[config.mk]
export PLATFORM = sky130hd
export DESIGN_NAME = sram_seq_ctrl
export DESIGN_NICKNAME = d
export VERILOG_FILES = /design/src/rtl/sram_ctl_pkg.sv /design/src/rtl/sram_ctl_timer.sv /design/src/rtl/sram_ctl_fsm.sv /design/src/rtl/sram_ctl_pins.sv /design/src/rtl/sram_seq_ctrl.sv
export SDC_FILE = /design/constraint.sdc
export NUM_CORES = 1
export LEC_CHECK = 0
export BUFFER_PORTS_ARGS = -buffer_cell sky130_fd_sc_hd__buf_2
export CORE_ASPECT_RATIO = 1.4
export CORE_MARGIN = 4
export CORE_UTILIZATION = 45
export CTS_CLUSTER_DIAMETER = 30
export DETAILED_ROUTE_END_ITERATION = 16
export PLACE_DENSITY_LB_ADDON = 0.08
export SLEW_MARGIN = 20
export SYNTH_ARGS = -nofsm -noshare
export SYNTH_HDL_FRONTEND = slang
export SYNTH_SLANG_ARGS = --single-unit
[constraint.sdc]
create_clock -name clk -period 1.8 [get_ports clk]
set_clock_uncertainty 0.1 [all_clocks]
set_input_delay 0 -clock clk [delete_from_list [all_inputs] [get_ports clk]]
set_output_delay 0 -clock clk [all_outputs]
set_load 0.02 [all_outputs]
[src/rtl/sram_ctl_pkg.sv]
package sram_ctl_pkg;

  typedef enum logic [2:0] {
    ST_IDLE     = 3'd0,
    ST_RD_ACC   = 3'd1,
    ST_RD_TURN  = 3'd2,
    ST_WR_SETUP = 3'd3,
    ST_WR_PULSE = 3'd4,
    ST_WR_HOLD  = 3'd5
  } ctl_state_e;

  function automatic int ceil_div(input int num, input int den);
    return (num + den - 1) / den;
  endfunction

  function automatic int max3(input int a, input int b, input int c);
    int m;
    m = a;
    if (b > m) m = b;
    if (c > m) m = c;
    return m;
  endfunction

endpackage

[src/rtl/sram_ctl_timer.sv]
module sram_ctl_timer #(
  parameter int CNT_W = 3
) (
  input  logic             clk,
  input  logic             rst_n,
  input  logic             load,
  input  logic [CNT_W-1:0] load_val,
  output logic             zero
);

  logic [CNT_W-1:0] cnt_q;
  logic [CNT_W-1:0] cnt_d;

  always_comb begin
    cnt_d = cnt_q;
    if (load) begin
      cnt_d = load_val;
    end else if (cnt_q != '0) begin
      cnt_d = cnt_q - 1'b1;
    end
  end

  always_ff @(posedge clk or negedge rst_n) begin
    if (!rst_n) begin
      cnt_q <= '0;
    end else begin
      cnt_q <= cnt_d;
    end
  end

  assign zero = (cnt_q == '0);

endmodule

[src/rtl/sram_ctl_fsm.sv]
module sram_ctl_fsm
  import sram_ctl_pkg::*;
#(
  parameter int ACC_CYC  = 4,
  parameter int WP_CYC   = 2,
  parameter int TURN_CYC = 1,
  parameter int CNT_W    = 3
) (
  input  logic             clk,
  input  logic             rst_n,
  input  logic             req_valid,
  input  logic             req_write,
  input  logic             cnt_zero,
  output ctl_state_e       state_q,
  output ctl_state_e       state_d,
  output logic             cnt_load,
  output logic [CNT_W-1:0] cnt_val,
  output logic             accept,
  output logic             rd_sample,
  output logic             done
);

  localparam logic [CNT_W-1:0] ACC_LD  = CNT_W'(ACC_CYC - 1);
  localparam logic [CNT_W-1:0] WP_LD   = CNT_W'(WP_CYC - 1);
  localparam logic [CNT_W-1:0] TURN_LD = CNT_W'(TURN_CYC - 1);

  always_comb begin
    state_d   = state_q;
    cnt_load  = 1'b0;
    cnt_val   = '0;
    accept    = 1'b0;
    rd_sample = 1'b0;
    done      = 1'b0;
    case (state_q)
      ST_IDLE: begin
        if (req_valid) begin
          accept = 1'b1;
          if (req_write) begin
            state_d = ST_WR_SETUP;
          end else begin
            state_d  = ST_RD_ACC;
            cnt_load = 1'b1;
            cnt_val  = ACC_LD;
          end
        end
      end
      ST_RD_ACC: begin
        if (cnt_zero) begin
          state_d   = ST_RD_TURN;
          rd_sample = 1'b1;
          done      = 1'b1;
          cnt_load  = 1'b1;
          cnt_val   = TURN_LD;
        end
      end
      ST_RD_TURN: begin
        if (cnt_zero) state_d = ST_IDLE;
      end
      ST_WR_SETUP: begin
        state_d  = ST_WR_PULSE;
        cnt_load = 1'b1;
        cnt_val  = WP_LD;
      end
      ST_WR_PULSE: begin
        if (cnt_zero) state_d = ST_WR_HOLD;
      end
      ST_WR_HOLD: begin
        state_d = ST_IDLE;
        done    = 1'b1;
      end
      default: state_d = ST_IDLE;
    endcase
  end

  always_ff @(posedge clk or negedge rst_n) begin
    if (!rst_n) begin
      state_q <= ST_IDLE;
    end else begin
      state_q <= state_d;
    end
  end

  // a request is taken only from idle
  assert_accept_idle_R8: assert property (@(posedge clk) disable iff (!rst_n)
    accept |-> (state_q == ST_IDLE));

  // the write strobe state is entered only through the setup state
  assert_pulse_entry_R5: assert property (@(posedge clk) disable iff (!rst_n)
    $rose(state_q == ST_WR_PULSE) |-> ($past(state_q) == ST_WR_SETUP));

endmodule

[src/rtl/sram_ctl_pins.sv]
module sram_ctl_pins
  import sram_ctl_pkg::*;
#(
  parameter int ADDR_W = 17,
  parameter int DATA_W = 8
) (
  input  logic              clk,
  input  logic              rst_n,
  input  ctl_state_e        state_d,
  input  logic              accept,
  input  logic              req_write,
  input  logic [ADDR_W-1:0] req_addr,
  input  logic [DATA_W-1:0] req_wdata,
  input  logic              rd_sample,
  input  logic              done,
  input  logic [DATA_W-1:0] mem_dq_in,
  output logic [ADDR_W-1:0] mem_addr,
  output logic              mem_sel_n,
  output logic              mem_sel,
  output logic              mem_we_n,
  output logic              mem_oe_n,
  output logic [DATA_W-1:0] mem_dq_out,
  output logic              mem_dq_oe,
  output logic              rsp_valid,
  output logic [DATA_W-1:0] rsp_rdata
);

  logic sel_d;
  logic rd_en_d;
  logic wr_en_d;
  logic drv_d;

  always_comb begin
    sel_d   = (state_d == ST_RD_ACC)   || (state_d == ST_WR_SETUP) ||
              (state_d == ST_WR_PULSE) || (state_d == ST_WR_HOLD);
    rd_en_d = (state_d == ST_RD_ACC);
    wr_en_d = (state_d == ST_WR_PULSE);
    drv_d   = (state_d == ST_WR_SETUP) || (state_d == ST_WR_PULSE) ||
              (state_d == ST_WR_HOLD);
  end

  always_ff @(posedge clk or negedge rst_n) begin
    if (!rst_n) begin
      mem_sel_n <= 1'b1;
      mem_sel   <= 1'b0;
      mem_oe_n  <= 1'b1;
      mem_we_n  <= 1'b1;
      mem_dq_oe <= 1'b0;
      rsp_valid <= 1'b0;
    end else begin
      mem_sel_n <= ~sel_d;
      mem_sel   <= sel_d;
      mem_oe_n  <= ~rd_en_d;
      mem_we_n  <= ~wr_en_d;
      mem_dq_oe <= drv_d;
      rsp_valid <= done;
    end
  end

  always_ff @(posedge clk or negedge rst_n) begin
    if (!rst_n) begin
      mem_addr <= '0;
    end else if (accept) begin
      mem_addr <= req_addr;
    end
  end

  always_ff @(posedge clk or negedge rst_n) begin
    if (!rst_n) begin
      mem_dq_out <= '0;
    end else if (accept && req_write) begin
      mem_dq_out <= req_wdata;
    end
  end

  always_ff @(posedge clk or negedge rst_n) begin
    if (!rst_n) begin
      rsp_rdata <= '0;
    end else if (rd_sample) begin
      rsp_rdata <= mem_dq_in;
    end
  end

  // data driven and RAM outputs off for the whole strobe
  assert_wr_drive_R4: assert property (@(posedge clk) disable iff (!rst_n)
    !mem_we_n |-> (mem_dq_oe && mem_oe_n));

  // address and data frozen while the strobe is low
  assert_addr_hold_R6: assert property (@(posedge clk) disable iff (!rst_n)
    (!mem_we_n && !$past(mem_we_n)) |-> ($stable(mem_addr) && $stable(mem_dq_out)));

  // never drive against the RAM's output drivers
  assert_no_contend_R7: assert property (@(posedge clk) disable iff (!rst_n)
    mem_dq_oe |-> mem_oe_n);

  // output enable high for two edges before the driver starts
  assert_turn_gap_R7: assert property (@(posedge clk) disable iff (!rst_n)
    $rose(mem_dq_oe) |-> ($past(mem_oe_n, 1) && $past(mem_oe_n, 2)));

  // strobes only with both selects active
  assert_sel_pair_R2: assert property (@(posedge clk) disable iff (!rst_n)
    (!mem_oe_n || !mem_we_n) |-> (!mem_sel_n && mem_sel));

endmodule

[src/rtl/sram_seq_ctrl.sv]
module sram_seq_ctrl
  import sram_ctl_pkg::*;
#(
  parameter int ADDR_W    = 17,
  parameter int DATA_W    = 8,
  parameter int CLK_PS    = 4000,
  parameter int T_AA_PS   = 10000,
  parameter int T_WP_PS   = 7000,
  parameter int T_DW_PS   = 5000,
  parameter int T_AW_PS   = 8000,
  parameter int TURN_CYC  = 1
) (
  input  logic              clk,
  input  logic              rst_n,
  input  logic              req_valid,
  output logic              req_ready,
  input  logic              req_write,
  input  logic [ADDR_W-1:0] req_addr,
  input  logic [DATA_W-1:0] req_wdata,
  output logic              rsp_valid,
  output logic [DATA_W-1:0] rsp_rdata,
  output logic [ADDR_W-1:0] mem_addr,
  output logic              mem_sel_n,
  output logic              mem_sel,
  output logic              mem_we_n,
  output logic              mem_oe_n,
  output logic [DATA_W-1:0] mem_dq_out,
  output logic              mem_dq_oe,
  input  logic [DATA_W-1:0] mem_dq_in
);

  localparam int ACC_CYC = ceil_div(T_AA_PS, CLK_PS) + 1;
  localparam int WP_CYC  = max3(ceil_div(T_WP_PS, CLK_PS), ceil_div(T_DW_PS, CLK_PS),
                                ceil_div(T_AW_PS, CLK_PS));
  localparam int CNT_MAX = max3(ACC_CYC, WP_CYC, TURN_CYC);
  localparam int CNT_W   = $clog2(CNT_MAX + 1);

  logic [1:0] rst_pipe;
  logic       rst_int_n;

  always_ff @(posedge clk or negedge rst_n) begin
    if (!rst_n) begin
      rst_pipe <= 2'b00;
    end else begin
      rst_pipe <= {rst_pipe[0], 1'b1};
    end
  end

  assign rst_int_n = rst_pipe[1];

  ctl_state_e       state_q;
  ctl_state_e       state_d;
  logic             cnt_load;
  logic [CNT_W-1:0] cnt_val;
  logic             cnt_zero;
  logic             accept;
  logic             rd_sample;
  logic             done;

  sram_ctl_timer #(.CNT_W(CNT_W)) timer_i (
    .clk      (clk),
    .rst_n    (rst_int_n),
    .load     (cnt_load),
    .load_val (cnt_val),
    .zero     (cnt_zero)
  );

  sram_ctl_fsm #(
    .ACC_CYC  (ACC_CYC),
    .WP_CYC   (WP_CYC),
    .TURN_CYC (TURN_CYC),
    .CNT_W    (CNT_W)
  ) fsm_i (
    .clk       (clk),
    .rst_n     (rst_int_n),
    .req_valid (req_valid),
    .req_write (req_write),
    .cnt_zero  (cnt_zero),
    .state_q   (state_q),
    .state_d   (state_d),
    .cnt_load  (cnt_load),
    .cnt_val   (cnt_val),
    .accept    (accept),
    .rd_sample (rd_sample),
    .done      (done)
  );

  sram_ctl_pins #(.ADDR_W(ADDR_W), .DATA_W(DATA_W)) pins_i (
    .clk        (clk),
    .rst_n      (rst_int_n),
    .state_d    (state_d),
    .accept     (accept),
    .req_write  (req_write),
    .req_addr   (req_addr),
    .req_wdata  (req_wdata),
    .rd_sample  (rd_sample),
    .done       (done),
    .mem_dq_in  (mem_dq_in),
    .mem_addr   (mem_addr),
    .mem_sel_n  (mem_sel_n),
    .mem_sel    (mem_sel),
    .mem_we_n   (mem_we_n),
    .mem_oe_n   (mem_oe_n),
    .mem_dq_out (mem_dq_out),
    .mem_dq_oe  (mem_dq_oe),
    .rsp_valid  (rsp_valid),
    .rsp_rdata  (rsp_rdata)
  );

  assign req_ready = (state_q == ST_IDLE);

  // the completion pulse lasts one cycle
  assert_rsp_pulse_R3: assert property (@(posedge clk) disable iff (!rst_int_n)
    rsp_valid |=> !rsp_valid);

  // a response always follows a busy cycle
  assert_one_outstanding_R8: assert property (@(posedge clk) disable iff (!rst_int_n)
    rsp_valid |-> !$past(req_ready));

endmodule

==> impl_metrics.py <==
metrics = {
    "floorplan": {
        "fp.dieW_um": 63.8,
        "dieHeight_um": 86.1,
        "rows": 28,
        "initial_core_util_pct": 46.6,
        "core-area_um2": 4200,
        "dieArea_um2": 5490,
        "ioPinCount": 77,
    },
    "critical_path": {
        "endpoint_kind": "flip-flop",
        "cp.buffers_inverters": 2,
        "start_kind": "flip-flop",
        "r2r-end": "pins_i.rsp_rdata[0]",
        "critical_path_arrival_ns": 1.75,
        "ff2ff_path_depth": 6,
        "slowest_stage": "dfrtp_1",
        "critical-path-max-stage-delay_ns": 0.38,
        "critPathMaxFanout": 8,
        "worst-setup-path-type": "flip-flop to flip-flop",
        "path_cells": "inv_2 > ha_4 > nand2b_4 > nor3_4 > buf_12 > mux2_4",
        "rrSetupSlack_ns": 0.13,
        "crit_family": "flip-flops",
        "worstPathRequired_ns": 1.89,
        "rr_startpoint": "timer_i.cnt_q[0]",
    },
    "logic_synthesis": {
        "async_reset_ff_share_pct": 100,
        "synth_nets": 212,
        "netlist.area_leader.share_pct": 56.2,
        "seq_area_frac_synth_pct": 60.3,
        "syn_area_um2": 1960,
        "yosys-top-cells-area": "dfrtp_1, nand2_1, mux2_4",
        "synth_edf_count": 0,
        "yosysWarnings": 0,
        "synth_top_area_cell": "dfrtp_1",
        "synth.ff_latch_count": 47,
        "ys_types": 32,
        "avgSynthCellArea_um2": 11.3,
        "synthFlopType": "dfrtp_1",
        "syn_inst": 173,
    },
    "clocking": {
        "cts_setup_buffers": 0,
        "clk_pin_slew_ns": 0.08,
        "clkSinkCount": 47,
        "cts_tree": "built",
        "cts-root-buf": "clkbuf_8",
        "clock_latency_ns": 0.29,
        "cts_buffers": 5,
        "clockBufferDepth": 2,
        "cts_max_level": 2,
    },
    "min_path": {
        "hold_end": "pins_i.mem_oe_n",
        "min_path_cells": 4,
        "min_path_type": "input port to flip-flop",
        "min_from": "req_write",
    },
    "global_route": {
        "antenna_found_initial": 0,
        "grt_overflow": 0,
        "grt_pass1_wl_mm": 8.02,
        "grt_max_degree": 24,
        "track_usage_pct": 18.7,
        "grt_pass1_vias": 1761,
    },
    "cells_and_area": {
        "num_antenna_cells": 0,
        "final_cells": 343,
        "drive_gt1_share_pct": 38.9,
        "final_common_cell": "buf_2",
        "area_growth_pct": 48.9,
        "finalInstanceArea_um2": 2920,
        "num-fill-cells": 333,
        "nNetsFinal": 336,
        "layout_common_cells": "buf_2, nand2_1, dfrtp_1",
    },
    "pwr": {
        "p_leak_nw": 1.51,
        "cellPowerDensity_nw_per_um2": 1680,
        "power_mw": 4.91,
        "irDropWorstVdd_mv": 0.878,
    },
    "sta": {
        "rsz0062_at_grt": "false",
        "finalSetupTns_ns": 0,
        "min_period_over_period_pct": 92.7,
        "fmax_mhz": 599,
        "fin_crit_ns": 1.67,
        "setup_viol": 0,
        "drv_slew": 0,
        "finalHoldViolations": 0,
    },
    "drt": {
        "num_vias": 1608,
        "drc": 0,
        "routedWlPerCell_um": 13.5,
        "finalWirelength_mm": 4.64,
        "drtIter0Drc": 52,
        "firstDrtPassIters": 4,
        "viasPerCell": 4.69,
        "drtAntennaViolNets": 0,
    },
    "placed_design": {
        "placedCellCount": 298,
        "numPortBuffers": 76,
        "gp_congestion": 0.796,
        "dp_hpwl_mm": 3.05,
        "dpl-instance-area_um2": 2450,
    },
    "run": {
        "drv_cap": 0,
    },
    "status": {
        "status": "finished, final reports clean",
    },
}
timing repair:
action,in CTS,in global routing
endpoints found under the hold margin,36,0
resized for setup,0,5
hold buffers,37,0
endpoints found under the setup margin,0,9
synth_stat cells, types with 2 or more instances:
master   instances
nor2_1           8
o21ai_0          3
buf_6            2
nor2b_1          2
a21oi_1          4
ha_1             2
nor3_1           2
o31ai_1          2
mux2_1           8
and3_1           2
dfrtp_1         44
mux2_4           8
buf_2            5
inv_1            5
dfstp_2          3
nand2_1         56
nor3b_1          2
where the power goes:
| group | switching [mW] | leakage [nW] | internal, mW |
|---|---|---|---|
| logic | 1.41 | 0.897 | 1.05 |
| clock network | 0.342 | 0.0412 | 0.272 |
| registers | 0.270 | 0.568 | 1.57 |
cell type report:
type / count / area, um^2 / area share, %
sequential: 47 / 1180 / 40.5
clock buffer: 6 / 72.6 / 2.49
tap: 45 / 56.3 / 1.93
multi-input combinational: 113 / 721 / 24.7
inverter: 5 / 18.8 / 0.644
timing repair buffer: 125 / 853 / 29.3
clock inverter: 2 / 12.5 / 0.429
registers in the layout (all words and copies together), names as in the netlist:
signal	flops
fsm_i.state_q	3
pins_i.mem_addr	17
pins_i.mem_dq_oe	1
pins_i.mem_dq_out	8
pins_i.mem_oe_n	1
pins_i.mem_sel	1
pins_i.mem_sel_n	1
pins_i.mem_we_n	1
pins_i.rsp_rdata	8
pins_i.rsp_valid	1
rst_pipe	2
timer_i.cnt_q	3
kinds of logic (layout without fill, tap and decap cells):
family,Yosys count,count (layout),synth area share (%)
other,1,1,0.192
AND/OR/NAND/NOR,79,79,18.5
multiplexers,16,16,10.7
buffers and inverters,13,138,3.58
adder cells (fa/ha/maj),2,2,1.28
flip-flops,47,47,60.3
AO/OA/AOI/OAI,15,15,5.43
how the worst max path moves through the flow:
stage / start / to / slack [ns] / depth (start not counted)
2_1_floorplan: timer_i.cnt_q[0] / pins_i.rsp_rdata[0] / 0.004 / 6
3_3_place_gp: timer_i.cnt_q[0] / pins_i.rsp_rdata[5] / 0.14 / 6
3_5_place_dp: timer_i.cnt_q[0] / pins_i.rsp_rdata[3] / 0.10 / 6
4_1_cts: timer_i.cnt_q[0] / pins_i.rsp_rdata[0] / 0.09 / 6
5_1_grt: fsm_i.state_q[2] / pins_i.mem_dq_oe / 0.01 / 4
6_report: timer_i.cnt_q[0] / pins_i.rsp_rdata[0] / 0.13 / 6
per-layer routing:
layer	vias to the layer above	part of all wire [%]	GRT usage [%]
li1	802	-	-
met1	755	40	21.1
met4	0	1.7	5.89
met2	43	54	35.0
met5	-	0	0
met3	8	4.1	3.54
metrics by stage:
step | hold WS (ns) | util (%) | setup WS (ns)
after global placement | -0.314 | 58.2 | 0.143
after detailed placement | -0.312 | 58.2 | 0.103
after CTS | 0.0336 | 69.0 | 0.0949
after global routing | 0.0905 | 69.4 | 0.0141
final | 0.0489 | 69.4 | 0.132
after floorplan | -0.396 | - | 0.00368
worst min-delay path: cells and delay by family:
kind / cells / cell delay [ns]
buffers and inverters: 1 / 0.12
AO/OA/AOI/OAI: 1 / 0.12
AND/OR/NAND/NOR: 2 / 0.16
(Power assumes the default switching activity.)
